===== config.mk =====
export PLATFORM = sky130hd
export DESIGN_NAME = cfg_window
export DESIGN_NICKNAME = d
export VERILOG_FILES = /design/src/rtl/cfg_window_pkg.sv /design/src/rtl/cfg_win_decode.sv /design/src/rtl/cfg_main_regs.sv /design/src/rtl/cfg_map_regs.sv /design/src/rtl/cfg_window.sv
export SDC_FILE = /design/constraint.sdc
export NUM_CORES = 1
export LEC_CHECK = 0
export BUFFER_PORTS_ARGS = -buffer_cell sky130_fd_sc_hd__buf_4
export CORE_MARGIN = 5
export CORE_UTILIZATION = 57
export DETAILED_ROUTE_END_ITERATION = 8
export PLACE_DENSITY = 0.89
export SLEW_MARGIN = 10
export SYNTH_ARGS = -nofsm -noshare
export SYNTH_HDL_FRONTEND = slang
export SYNTH_SLANG_ARGS = --single-unit
export TNS_END_PERCENT = 1

===== constraint.sdc =====
create_clock -name clk_i -period 3.55 [get_ports clk_i]
set_input_delay 0.71 -clock clk_i [delete_from_list [all_inputs] [get_ports clk_i]]
set_output_delay 0.71 -clock clk_i [all_outputs]
set_load 0.01 [all_outputs]

===== src/rtl/cfg_window_pkg.sv =====
package cfg_window_pkg;
  localparam int unsigned BANK_FIELDS  = 6;
  localparam int unsigned WIN_MID      = 'h3E;    // address bits 13:6 of every window base
  localparam int unsigned TRIG_RD_ADDR = 'h4000;
  localparam logic [5:0]  OFF_MAIN  = 6'h00;
  localparam logic [5:0]  OFF_ADR   = 6'h01;
  localparam logic [5:0]  OFF_DATA  = 6'h04;
  localparam logic [5:0]  OFF_MAP   = 6'h05;
  localparam logic [5:0]  OFF_COPY  = 6'h1F;
  localparam logic [5:0]  OFF_FCFG  = 6'h20;
  localparam logic [5:0]  OFF_LIMIT = 6'h30;
  localparam logic [7:0]  RST_MAIN  = 8'h20;
  localparam logic [7:0]  RST_FCFG  = 8'h02;

  // reset value of mapping byte idx (0 = block selector, then banks)
  function automatic logic [7:0] map_rst(input int unsigned idx);
    int unsigned f;
    if (idx == 0) return 8'h00;
    f = (idx - 1) % BANK_FIELDS;
    case (f)
      0: return 8'hF8;
      1: return 8'h50;
      2: return 8'h00;
      3: return (idx - 1 < BANK_FIELDS) ? 8'h85 : 8'h00;
      4: return 8'h03;
      default: return 8'h40;
    endcase
  endfunction
endpackage


===== src/rtl/cfg_win_decode.sv =====
module cfg_win_decode
  import cfg_window_pkg::*;
#(
  parameter int unsigned ADDR_W = 16
) (
  input  logic [ADDR_W-1:0] addr_i,
  input  logic              rd_i,
  input  logic              wr_i,
  input  logic              m1_i,
  input  logic [1:0]        base_i,
  input  logic              hide_i,
  input  logic              pass_i,
  input  logic              trig_sel_i,
  output logic [5:0]        off_o,
  output logic              reg_wr_o,
  output logic              port_rd_o,
  output logic              port_wr_o,
  output logic              pass_rd_o,
  output logic              trig_o
);
  localparam logic [ADDR_W-9:0] MID     = (ADDR_W-8)'(WIN_MID);
  localparam logic [ADDR_W-1:0] TRIG_RD = ADDR_W'(TRIG_RD_ADDR);

  logic in_win;
  logic visible;

  assign off_o   = addr_i[5:0];
  assign in_win  = (addr_i[ADDR_W-1 -: 2] == base_i) &&
                   (addr_i[ADDR_W-3:6] == MID) && (off_o < OFF_LIMIT);
  assign visible = !hide_i && !pass_i;

  assign reg_wr_o  = wr_i && in_win && visible;
  assign port_wr_o = reg_wr_o && (off_o == OFF_DATA);
  assign port_rd_o = rd_i && in_win && visible && (off_o == OFF_DATA);
  assign pass_rd_o = rd_i && in_win && pass_i;

  assign trig_o = rd_i && (trig_sel_i ? (addr_i == TRIG_RD)
                                      : (m1_i && (addr_i == '0)));
endmodule


===== src/rtl/cfg_main_regs.sv =====
module cfg_main_regs
  import cfg_window_pkg::*;
#(
  parameter int unsigned FL_ADDR_W = 23
) (
  input  logic                 clk_i,
  input  logic                 rst_ni,
  input  logic                 we_i,
  input  logic [5:0]           off_i,
  input  logic [7:0]           wdata_i,
  output logic [7:0]           main_o,
  output logic [7:0]           copy_o,
  output logic [7:0]           fcfg_o,
  output logic [FL_ADDR_W-1:0] fladr_o
);
  logic [7:0] main_q, copy_q, fcfg_q;
  logic [FL_ADDR_W-1:0] fladr_q;

  always_ff @(posedge clk_i or negedge rst_ni) begin
    if (!rst_ni) begin
      main_q <= RST_MAIN;
      copy_q <= RST_MAIN;
      fcfg_q <= RST_FCFG;
    end else if (we_i) begin
      if (off_i == OFF_MAIN || off_i == OFF_COPY) begin
        main_q <= wdata_i;
        copy_q <= wdata_i;
      end
      if (off_i == OFF_FCFG) fcfg_q <= wdata_i;
    end
  end

  // one flop per flash address bit, loaded from its byte register offset
  for (genvar b = 0; b < FL_ADDR_W; b++) begin : g_adr
    localparam logic [5:0] BOFF = 6'(OFF_ADR + 6'(b / 8));
    always_ff @(posedge clk_i or negedge rst_ni) begin
      if (!rst_ni)                         fladr_q[b] <= 1'b0;
      else if (we_i && off_i == BOFF)      fladr_q[b] <= wdata_i[b % 8];
    end
  end

  assign main_o  = main_q;
  assign copy_o  = copy_q;
  assign fcfg_o  = fcfg_q;
  assign fladr_o = fladr_q;

  // both main offsets load main and mirror together
  a_r3_main_copy: assert property (@(posedge clk_i) disable iff (!rst_ni)
    (we_i && (off_i == OFF_MAIN || off_i == OFF_COPY)) |=>
      (main_o == $past(wdata_i) && copy_o == $past(wdata_i)));
endmodule


===== src/rtl/cfg_map_regs.sv =====
module cfg_map_regs
  import cfg_window_pkg::*;
#(
  parameter int unsigned MAP_N = 25
) (
  input  logic               clk_i,
  input  logic               rst_ni,
  input  logic               we_i,
  input  logic [5:0]         off_i,
  input  logic [7:0]         wdata_i,
  input  logic               delay_i,
  input  logic               trig_i,
  output logic [MAP_N*8-1:0] act_o
);
  localparam int unsigned IDX_W = $clog2(MAP_N);
  localparam logic [5:0]  MAP_END = 6'(OFF_MAP + 6'(MAP_N));

  logic [7:0] shd_q [MAP_N];
  logic [7:0] act_q [MAP_N];
  logic [MAP_N*8-1:0] shd_flat;
  logic [IDX_W-1:0] idx;
  logic map_we;
  logic pend_q;

  assign map_we = we_i && (off_i >= OFF_MAP) && (off_i < MAP_END);
  assign idx    = IDX_W'(off_i - OFF_MAP);

  for (genvar g = 0; g < MAP_N; g++) begin : g_map
    always_ff @(posedge clk_i or negedge rst_ni) begin
      if (!rst_ni) begin
        shd_q[g] <= map_rst(g);
        act_q[g] <= map_rst(g);
      end else if (map_we && idx == IDX_W'(g)) begin
        shd_q[g] <= wdata_i;
        if (!delay_i) act_q[g] <= wdata_i;
      end else if (trig_i && pend_q) begin
        act_q[g] <= shd_q[g];
      end
    end
    assign act_o[g*8 +: 8]    = act_q[g];
    assign shd_flat[g*8 +: 8] = shd_q[g];
  end

  always_ff @(posedge clk_i or negedge rst_ni) begin
    if (!rst_ni)                  pend_q <= 1'b0;
    else if (map_we && delay_i)   pend_q <= 1'b1;
    else if (trig_i)              pend_q <= 1'b0;
  end

  // undelayed write visible next cycle
  a_r9_immediate: assert property (@(posedge clk_i) disable iff (!rst_ni)
    (map_we && !delay_i) |=> (act_q[$past(idx)] == $past(wdata_i)));
  // delayed write leaves active values alone
  a_r10_hold: assert property (@(posedge clk_i) disable iff (!rst_ni)
    (map_we && delay_i) |=> $stable(act_o));
  // trigger copies every staged byte in one edge
  a_r12_commit: assert property (@(posedge clk_i) disable iff (!rst_ni)
    (trig_i && pend_q) |=> (act_o == $past(shd_flat) && !pend_q));
endmodule


===== src/rtl/cfg_window.sv =====
module cfg_window
  import cfg_window_pkg::*;
#(
  parameter int unsigned ADDR_W    = 16,
  parameter int unsigned FL_ADDR_W = 23,
  parameter int unsigned NUM_BANKS = 4
) (
  input  logic                                clk_i,
  input  logic                                rst_ni,
  input  logic [ADDR_W-1:0]                   addr_i,
  input  logic [7:0]                          wdata_i,
  input  logic                                wr_i,
  input  logic                                rd_i,
  input  logic                                m1_i,
  output logic [7:0]                          rdata_o,
  output logic                                rdata_en_o,
  output logic [7:0]                          main_o,
  output logic [7:0]                          copy_o,
  output logic [7:0]                          fcfg_o,
  output logic [FL_ADDR_W-1:0]                fl_addr_o,
  output logic [7:0]                          fl_wdata_o,
  output logic                                fl_rd_o,
  output logic                                fl_wr_o,
  input  logic [7:0]                          fl_rdata_i,
  output logic [7:0]                          blk_o,
  output logic [NUM_BANKS*BANK_FIELDS*8-1:0]  bank_o
);
  localparam int unsigned MAP_N    = 1 + NUM_BANKS * BANK_FIELDS;
  localparam int unsigned BLK_BITS = FL_ADDR_W - ADDR_W;

  logic [5:0] off;
  logic reg_wr, port_rd, port_wr, pass_rd, trig;
  logic [FL_ADDR_W-1:0] fladr;
  logic [MAP_N*8-1:0] act;

  cfg_win_decode #(.ADDR_W(ADDR_W)) u_dec (
    .addr_i(addr_i), .rd_i(rd_i), .wr_i(wr_i), .m1_i(m1_i),
    .base_i(main_o[6:5]), .hide_i(main_o[7]), .pass_i(main_o[0]),
    .trig_sel_i(main_o[2]),
    .off_o(off), .reg_wr_o(reg_wr), .port_rd_o(port_rd),
    .port_wr_o(port_wr), .pass_rd_o(pass_rd), .trig_o(trig)
  );

  cfg_main_regs #(.FL_ADDR_W(FL_ADDR_W)) u_main (
    .clk_i(clk_i), .rst_ni(rst_ni), .we_i(reg_wr), .off_i(off),
    .wdata_i(wdata_i), .main_o(main_o), .copy_o(copy_o),
    .fcfg_o(fcfg_o), .fladr_o(fladr)
  );

  cfg_map_regs #(.MAP_N(MAP_N)) u_map (
    .clk_i(clk_i), .rst_ni(rst_ni), .we_i(reg_wr), .off_i(off),
    .wdata_i(wdata_i), .delay_i(main_o[3]), .trig_i(trig), .act_o(act)
  );

  assign blk_o  = act[7:0];
  assign bank_o = act[MAP_N*8-1:8];

  // pass-through reads address the active 64 KB block
  assign fl_addr_o  = pass_rd ? {blk_o[BLK_BITS-1:0], addr_i} : fladr;
  assign fl_rd_o    = port_rd || pass_rd;
  assign fl_wr_o    = port_wr;
  assign fl_wdata_o = wdata_i;
  assign rdata_en_o = fl_rd_o;
  assign rdata_o    = fl_rd_o ? fl_rdata_i : 8'h00;

  always_comb begin
    if (rst_ni) begin
      a_r7_excl: assert ($onehot0({port_rd, pass_rd, port_wr}));
    end
  end

  // hidden window keeps all registers
  a_r6_hidden: assert property (@(posedge clk_i) disable iff (!rst_ni)
    (wr_i && main_o[7]) |=> ($stable(main_o) && $stable(act) && $stable(fladr)));
  // offsets 30h-3Fh reach no register
  a_r8_undecoded: assert property (@(posedge clk_i) disable iff (!rst_ni)
    (wr_i && addr_i[5:0] >= OFF_LIMIT) |=>
      ($stable(main_o) && $stable(fcfg_o) && $stable(fladr) && $stable(act)));
endmodule


# After elaboration in Yosys (flattened, before gate mapping)
# Index checks and enable logic that the tools add are counted.
[op_classes]
n_addsub = 1
magnitude_cmp = 3
eq_ne = 58
n_mux = 56
reduce_logical = 104
[ops]
columns = ["operator", "count"]
rows = [
  ["2-to-1 mux 8 bit", 52],
  ["AND reduction 2 bit", 27],
  ["nonzero test 2 bit", 26],
  ["!= test 2 bit (second input constant)", 25],
  ["== test 5 bit (second input constant)", 9],
  ["logical AND 1 bit", 44],
  ["== test 5 x 4 -> 1 bit (second input constant)", 8],
  ["2-to-1 mux 23 bit", 1],
  ["== test 5 x 3 -> 1 bit (second input constant)", 4],
  ["== test 16 x 15 -> 1 bit (second input constant)", 1],
  ["logical NOT 16 bit", 1],
  ["== test 6 x 2 -> 1 bit (second input constant)", 2],
  ["== test 5 x 2 -> 1 bit (second input constant)", 2],
  ["== test 8 x 6 -> 1 bit (second input constant)", 1],
  ["== test 6 x 1 -> 1 bit (second input constant)", 1],
  ["== test 6 x 3 -> 1 bit (second input constant)", 1],
  ["== test 6 x 5 -> 1 bit (second input constant)", 1],
  ["== test 6 bit (second input constant)", 1],
  ["greater-or-equal comparator 6 x 3 -> 1 bit (second input constant)", 1],
  ["logical NOT 6 bit", 1],
  ["< comparator 6 x 5 -> 1 bit (second input constant)", 1],
  ["< comparator 6 bit (second input constant)", 1],
  ["== test 5 x 1 -> 1 bit (second input constant)", 1],
  ["logical NOT 5 bit", 1],
  ["other kinds (5)", 9],
]
[word_totals]
ff_bits = 440
inputBits = 37
out_inout_bits = 266
word_cells = 298

# Longest topological paths before layout
# Gate-level depths: netlist of run 1.
[logic_depth]
depth_word = 10
depth_mapped = 10

# Cells and area by module
# From an unflattened synthesis of run 1, not the netlist that was laid out.
[hier_totals]
cells_unflattened = 1585
hier_area_um2 = 19214.7
[modules_own_cells]
columns = ["module", "instances", "cells_per_inst", "area_each_um2", "seq_area_each_um2"]
rows = [
  ["cfg_map_regs", 1, 1409, 16814.9, 10142.2],
  ["cfg_main_regs", 1, 99, 1642.8, 978.4],
  ["cfg_window", 1, 46, 538.0, 0.0],
  ["cfg_win_decode", 1, 31, 219.0, 0.0],
]

# Worst setup path after synthesis of run 1
# OpenSTA, ideal clock, no wires.
[synth_timing]
kind = "input to output"
from = "input addr_i[3]"
to = "output rdata_o[0]"
arrival_time_ps = 2451
required_ps = 2840
slack_ps = 389
stages = 6
path_buffers = 2
cell_sequence = "buf_2 > clkbuf_1 > nor4b_1 > a31oi_1 > nor4_2 > and2_1"
[synth_between]
elab_chain_cells = 7
word_cells_on_any_way = 9
cone_classes = "order compare: 1; eq/ne: 1; mux: 1; reduce/logical: 6"
[synth_rtl]
columns = ["item", "line", "text"]
rows = [
  ["from (decl)", "cfg_window.sv:10", "input logic [ADDR_W-1:0] addr_i,"],
  ["< comparator 6 bit", "cfg_win_decode.sv:29", "(addr_i[ADDR_W-3:6] == MID) && (off_o < OFF_LIMIT);"],
  ["logical AND 1 bit", "cfg_win_decode.sv:29", ""],
  ["logical AND 1 bit", "cfg_win_decode.sv:34, cfg_win_decode.sv:35", ""],
  ["logical AND 1 bit (2 in a row)", "cfg_win_decode.sv:34", "assign port_rd_o = rd_i && in_win && visible && (off_o == OFF_DATA);"],
  ["logical OR 1 bit *", "cfg_window.sv:60", "assign fl_rd_o = port_rd || pass_rd;"],
  ["via fl_rd_o", "cfg_window.sv:22", "output logic fl_rd_o,"],
  ["2-to-1 mux 8 bit *", "cfg_window.sv:64", "assign rdata_o = fl_rd_o ? fl_rdata_i : 8'h00;"],
  ["to (decl)", "cfg_window.sv:15", "output logic [7:0] rdata_o,"],
]
# Mark *: on every way through the listed nets, which the timed path passes. The rest lies on a longest branch.

# Worst setup path after layout of run 1
[layout_timing]
from = "register u_main.main_q[6] (netlist: u_main.main_o[6])"
to = "output rdata_o[1]"
[layout_between]
elab_chain_cells = 8
word_cells_on_any_way = 9
cone_classes = "eq/ne: 1; mux: 1; reduce/logical: 7"
[layout_rtl]
columns = ["item", "line", "text"]
rows = [
  ["from (decl)", "cfg_main_regs.sv:16", "logic [7:0] main_q, copy_q, fcfg_q;"],
  ["from (signal assigned)", "cfg_main_regs.sv:26", "main_q <= wdata_i;"],
  ["== test 2 bit *", "cfg_win_decode.sv:28", "assign in_win = (addr_i[ADDR_W-1 -: 2] == base_i) &&"],
  ["logical AND 1 bit *", "cfg_win_decode.sv:28", ""],
  ["logical AND 1 bit *", "cfg_win_decode.sv:29", ""],
  ["logical AND 1 bit *", "cfg_win_decode.sv:34, cfg_win_decode.sv:35", ""],
  ["logical AND 1 bit (2 in a row)", "cfg_win_decode.sv:34", ""],
  ["logical OR 1 bit *", "cfg_window.sv:60", ""],
  ["2-to-1 mux 8 bit *", "cfg_window.sv:64", ""],
]
# Mark *: on every way between the ends. The rest lies on a longest branch, timed or not.

==> results of run 1 <==
how the worst max path moves through the flow:
stage                               end  slack [ns]  depth (start not counted)
global placement           fl_addr_o[4]        0.37                          7
finish                       rdata_o[1]        0.21                          8
detailed placement  u_map.shd_flat[117]        0.36                          7
global route                 rdata_o[4]        0.14                          8
CTS                          rdata_o[1]        0.24                          8
floorplan                    rdata_o[0]        0.39                          6
sequential cells by signal, summed over array words and instances, names as in the netlist:
signal	count
u_map.shd_flat	200
u_main.main_o	8
u_map.act_o	200
u_main.fcfg_o	8
u_map.pend_q	1
u_main.fladr_o	23
per-stage QoR:
step / total power, mW / setup slack [ns] / hold slack (ns)
CTS: 10.3 / 0.242 / 0.150
finish: 10.2 / 0.211 / 0.123
global placement: 5.46 / 0.371 / 0.455
detailed placement: 5.47 / 0.357 / 0.458
global route: 10.5 / 0.144 / 0.168
floorplan: 5.25 / 0.389 / 0.414
logic make-up (layout without fill, tap and decap cells):
group           Yosys count  count (layout)  synth area share [%]
compound gates          182             182                  6.01
flops                   440             440                  57.0
buf+inv                 184             464                  4.28
simple gates            772             772                  20.0
mux                     218             218                  12.6
xor+xnor                  2               2                0.0898
power by group through the flow:
stage	Sequential, mW	Combinational, mW	Clock (mW)
after floorplan	5.11	0.137	0
after global placement	5.11	0.356	0
after detailed placement	5.11	0.364	0
after CTS	5.02	0.365	4.89
after global routing	5.02	0.397	5.12
final	5.02	0.368	4.83
worst max-delay path, cell delays in order, from the launching register on:
cell	delay, ns
dfrtp_1	0.42
xnor2_1	0.25
buf_4	0.19
nand2_2	0.05
buf_4	0.25
nor4_2	0.43
buf_4	0.24
and2_1	0.14
buf_4	0.11
layer usage:
metal  up-vias  routed length [um]  GRT usage, %
li1       6945                   -             -
met1      7996               22400          39.8
met2       935               29300          51.2
met3       161                5640          7.05
met4         0                2190          11.2
met5         -                   0             0
cell usage in the layout, fill, tap and decap left out, drive strengths merged, types with 6 or more instances in the layout:
master,netlist,routed
and2,18,18
and4,7,7
buf,70,376
clkbuf,110,68
clkinv,0,9
dfrtp,352,352
dfstp,88,88
inv,4,8
mux2,218,218
nand2,49,49
nand2b,6,6
nand3,19,19
nand4,22,22
nor2,228,228
nor2b,8,8
nor3,352,352
nor4,27,27
o21ai,51,51
o22ai,101,101
o32ai,14,14
or4,14,14
layout make-up:
| class | instances | area (um2) | share of cell area (%) |
|---|---|---|---|
| clock buffer | 68 | 1360 | 5.72 |
| inverter | 4 | 15.0 | 0.0634 |
| tap | 448 | 561 | 2.37 |
| clock inverter | 16 | 170 | 0.718 |
| sequential | 440 | 11100 | 46.9 |
| timing repair buffer | 376 | 2890 | 12.2 |
| multi-input combinational | 1174 | 7580 | 32.0 |
==> impl_results.md, run 1 <==
* Vias at 16037
* DRT Pass-1 Iters at 8
* FF-to-FF setup slack at 0.58 ns
* Crit. End Element: output port
* DRT iter0 DRCs at 1549
* Max cap viols at 0
* Largest net degree at the start of global routing at 90
* Congestion Overflow GR at 0
* Post-synth top area share at 45.1%
* Post-synthesis cell area at 19500 um2
* Final instance area at 23700 um2
* Core area at 33700 um2
* Static leakage at 11.6 nW
* Worst setup path category: flop to output port
* Net Count, Synth at 1835
* PortBufs at 302
* CTS sink count at 440
* Post-route DRC violation count at 0
* Synth top area cells: dfrtp_1 (45%), dfstp_2 (12%), mux2_2 (11%), nor3_1 (9.0%), nor2_1 (4.3%)
* Clock slew at reported path FFs at 0.06 ns
* Count leader, synth: dfrtp_1
* RSZ-0062 raised after global routing: false
* TNS Setup at 0 ns
* # IOs at 303
* Area growth syn-to-layout at 21.4%
* Wirelength, routed at 59600 um
* Data arrival, critical path at 2.63 ns
* Combinational Power Share at 3.6%
* Synth cell count leaders: dfrtp_1 (352), nor3_1 (350), nor2_1 (224)
* Internal at 7.97 mW
* PwrDens at 431 nW/um2
* Reg-to-Reg End: u_map.shd_flat[114]
* Min Tclk post-route at 3.34 ns
* Worst Max-Slew Pin Slew at 0.932 ns
* Longest Clk Path Bufs at 3
* GRT Overall Usage at 30.7%
* Vias/cell at 6.35
* Yosys warning total at 0
* Inserted Diodes at 0
* Synth Register Bits at 440
* Min-delay worst type: input pin to asynchronous set/reset pin
* Synth unique cells at 56
* Clock skew at 0.0213 ns
* Part of the power in the clock network at 47.3%
* Dominant synthesized flop cell: dfrtp_1
* Num rows at 67
* Outcome: complete, no violations
* Finished Layout Cells at 2526
* Post-DRT Antenna Nets at 0
* Switching part of the total at 22.1%
* Max IR drop VDD at 0.326 mV
* Final GP Congestion at 0.949
* Switching power total at 2.25 mW
* # fillers at 2331
* Area after DPL at 22200 um2
* CTS tree: built
* Sequential area share after synthesis at 57.0%
* Avg Cell Area, Syn at 10.9 um2
* Fmax at 300 MHz
* First-pass GRT wire length at 93900 um
* Starting Density at 57.9%
* H-tree depth at 2
* Placed cell count at 2442
* Proportion of layout cells with a drive suffix above 1 at 36.7%
* Die H at 195 um
* DP HPWL at 38600 um
* Slew margin rel. at 37.3%
* Post-CTS Hold Buffers at 0
* Final core occ at 70.3%
* Async S/R FF share, synth at 100%
* Mean routed wirelength per cell at 23.6 um
* Period utilisation layout at 94.0%
* Cell accounting for the most synthesized area: dfrtp_1
* Post-synth EDFFs at 0
* Post-CTS Setup Inserts at 0
* Clock tree root driver cell: clkbuf_16
* Vias in the first global route at 16462
* Skew-Pair Late Insertion Delay at 0.55 ns
* Final Hold Fails at 0
* Reg2reg start: u_main.main_o[6]
* Initial antenna violation count at 0
* Worst r2r path cells at 7
* Post_cts resized at 0
* Chip width at 195 um
* Number of max-slew violations in the final report at 0
* Nets at 2078
* Die area at 38000 um2
* Num CTS Buffers at 45
* Crit start category: flop
* Number of setup violations in the final report at 0
* Crit Path Max Fanout at 25
* Flop pwr share at 49.1%
* Mapped Cells at 1798
* WP data required at 2.84 ns
* Crit path from: u_main.main_o[6]
(Power assumes the default switching activity.)
==> run 2, diff against run 1 <==
--- a/config.mk
+++ b/config.mk
@@ -6,7 +6,6 @@
 export NUM_CORES = 1
 export LEC_CHECK = 0
 export BUFFER_PORTS_ARGS = -buffer_cell sky130_fd_sc_hd__buf_4
-export CORE_MARGIN = 5
 export CORE_UTILIZATION = 57
 export DETAILED_ROUTE_END_ITERATION = 8
 export PLACE_DENSITY = 0.89
==> constraint.sdc (replaced) <==
create_clock -name clk_i -period 3.72 [get_ports clk_i]
set_input_delay 0.744 -clock clk_i [delete_from_list [all_inputs] [get_ports clk_i]]
set_output_delay 0.744 -clock clk_i [all_outputs]
set_load 0.01 [all_outputs]
==> run 2 against run 1 <==
Compared with the run above: setup slack better by 0.027 ns; sequential power decreased by 4.6%; clock power down 6.0%; wire length down 4.1%; total power decreased by 5.3%; via count shrank 0.17%; final cell count fell by 0.20%; first-iteration DRC count unchanged; design area hardly changed; critical path depth stayed put; largest cell class unchanged.
==> impl_results.md, run 2 (same netlist as run 1, synthesis figures left out) <==
* Met2 wire length at 27700 um (was 29300 um)
* Commonest cells after routing, fill and taps aside: buf_4 (366), dfrtp_1 (352), nor3_1 (350) (was buf_4 (370), dfrtp_1 (352), nor3_1 (350))
* RSZ-0062 raised after global routing: false (unchanged)
* Post-route DRC violation count at 0 (unchanged)
* Proportion of layout cells with a drive suffix above 1 at 36.7% (about the same)
* Number of setup violations in the final report at 0 (unchanged)
* Worst path max stage delay at 0.60 ns (was 0.43 ns)
* Chip width at 187 um (was 195 um)
* Die area at 35000 um2 (was 38000 um2)
* Largest net degree at the start of global routing at 107 (was 90)
* Mean routed wirelength per cell at 22.7 um (was 23.6 um)
* Register area at 11100 um2 (unchanged)
* Worst r2r path cells at 5 (was 7)
* DRT iter0 DRCs at 1549 (unchanged)
* H-tree depth at 2 (unchanged)
* Worst setup path category: flop to output port (unchanged)
* Vias in the first global route at 16031 (was 16462)
* Post-CTS Hold Buffers at 0 (unchanged)
* Clock slew at reported path FFs at 0.06 ns (about the same)
* Static leakage at 11.6 nW (about the same)
* Worst Max-Slew Pin Slew at 1.00 ns (was 0.932 ns)
* WL met3 at 5560 um (was 5640 um)
* Post_cts resized at 0 (unchanged)
* Crit-path leading delay family: buffers and inverters (unchanged)
* CTS sink count at 440 (unchanged)
* Post-DRT Antenna Nets at 0 (unchanged)
* Congestion Overflow GR at 0 (unchanged)
* Final Hold Fails at 0 (unchanged)
* Commonest non-fill, non-tap cell in the layout: buf_4 (unchanged)
* # fillers at 2253 (was 2331)
* Final GP Congestion at 0.911 (was 0.949)
* DRT Pass-1 Iters at 6 (was 8)
* Longest Clk Path Bufs at 3 (unchanged)
* CTS tree: built (unchanged)
* Min-delay worst type: input pin to asynchronous set/reset pin (unchanged)
* Initial antenna violation count at 1 (was 0)
* CP Cell Sequence: xnor2_1, buf_4, nand2_2, buf_4, nor4_2, buf_4, and2_1, buf_4 (unchanged)
* Skew-Pair Late Insertion Delay at 0.54 ns (was 0.55 ns)
* Clock tree root driver cell: clkbuf_16 (unchanged)
* GRT Overall Usage at 32.4% (was 30.7%)
* Outcome: complete, no violations (unchanged)
* Clock skew at 0.0217 ns (was 0.0213 ns)
* Buffer and inverter count on the worst path at 4 (unchanged)
* Crit start category: flop (unchanged)
* Wirelength, routed at 57200 um (was 59600 um)
* Slew margin rel. at 33.1% (was 37.3%)
* Core area at 33600 um2 (was 33700 um2)
* Slowest cell on crit path: dfstp_2 (was nor4_2)
* Starting Density at 58.0% (was 57.9%)
* Area of the multi-input gates at 7580 um2 (unchanged)
* Nets at 2075 (was 2078)
* First-pass GRT wire length at 89300 um (was 93900 um)
* Data arrival, critical path at 2.74 ns (was 2.63 ns)
* Num CTS Buffers at 44 (was 45)
* Crit path depth at 8 (unchanged)
* DP HPWL at 36700 um (was 38600 um)
* Min Tclk post-route at 3.48 ns
* Crit Path Max Fanout at 25 (unchanged)
* Post-CTS Setup Inserts at 0 (unchanged)
* Max layer used: met4 (unchanged)
* PwrDens at 409 nW/um2 (was 431 nW/um2)
* Final core occ at 70.4% (was 70.3%)
* TNS Setup at 0 ns (unchanged)
* CP dominant cell by count: buf_4 (unchanged)
* Period utilisation layout at 93.6%
* Max IR drop VDD at 0.308 mV (was 0.326 mV)
* # IOs at 303 (unchanged)
* Fmax at 287 MHz
* WP data required at 2.98 ns (was 2.84 ns)
* Vias/cell at 6.35 (about the same)
* Max cap viols at 0 (unchanged)
* Routed length on met1 at 21600 um (was 22400 um)
* Number of max-slew violations in the final report at 0 (unchanged)
* Area growth syn-to-layout at 21.3% (was 21.4%)
* Vias at 16010 (was 16037)
* PortBufs at 302 (unchanged)
* Num rows at 67 (unchanged)
* Die H at 187 um (was 195 um)
* Crit. End Element: output port (unchanged)
run 2: cell types whose count changed in the layout (fill, tap and decap cells not counted), sizes merged:
cell and change:
clkinv +4, buf -2, bufinv +1, clkbuf -8, diode +1, inv -3
clkinvlp +2
run 2: worst paths after layout:
path	from	endpoint	slack, ns
min in group clk_i	u_map.shd_flat[32]	u_map.shd_flat[32]	0.47
worst min-delay path	rst_ni	u_main.fcfg_o[3]	0.26
worst min register to register	u_map.shd_flat[32]	u_map.shd_flat[32]	0.47
worst max-delay path	u_main.main_o[5]	rdata_o[3]	0.24
worst max register to register	u_main.main_o[3]	u_map.act_o[133]	0.80
max in group asynchronous	rst_ni	u_map.act_o[20]	2.38
run 2: layer usage:
layer / global-route usage, % / vias to the layer above
met5: 0 / -
met4: 14.7 / 0
met3: 6.72 / 166
met2: 52.8 / 926
met1: 41.9 / 7998
li1: - / 6920
run 2: final cells by class:
cell class              instances  share of cell area (%)
diodes                          1                  0.0106
clock buffers                  60                    5.37
clock inverters                20                   0.946
inverters                       4                  0.0634
multi-input cells            1174                    32.0
flip-flops and latches        440                    47.0
well taps                     448                    2.37
repair buffers                374                    12.3
run 2: through the flow:
step | setup WS (ns) | hold slack [ns] | instance area [um2] | total power, mW | instances
global route | 0.247 | 0.336 | 23700 | 9.93 | 2521
detailed placement | 0.409 | 0.466 | 22200 | 5.22 | 2440
floorplan | 0.491 | 0.446 | 19500 | 5.01 | 1798
CTS | 0.316 | 0.315 | 23700 | 9.70 | 2520
finish | 0.239 | 0.262 | 23700 | 9.68 | 2521
global placement | 0.455 | 0.453 | 22200 | 5.21 | 2440
run 2: report_power, final:
part,leakage [nW],switching (mW),internal (mW)
Combinational,5.02,0.279,0.0757
Clock,0.739,1.85,2.69
Sequential,5.82,0.0000267,4.79
Total,11.6,2.13,7.55
run 2: worst register-to-register path: stages, from the launching register on:
cell and delay, ns:
dfrtp_1 0.68, nor3b_1 0.95, nand4_1 0.27, nor4_2 0.66
nor3_1 0.14, nor2_1 0.16
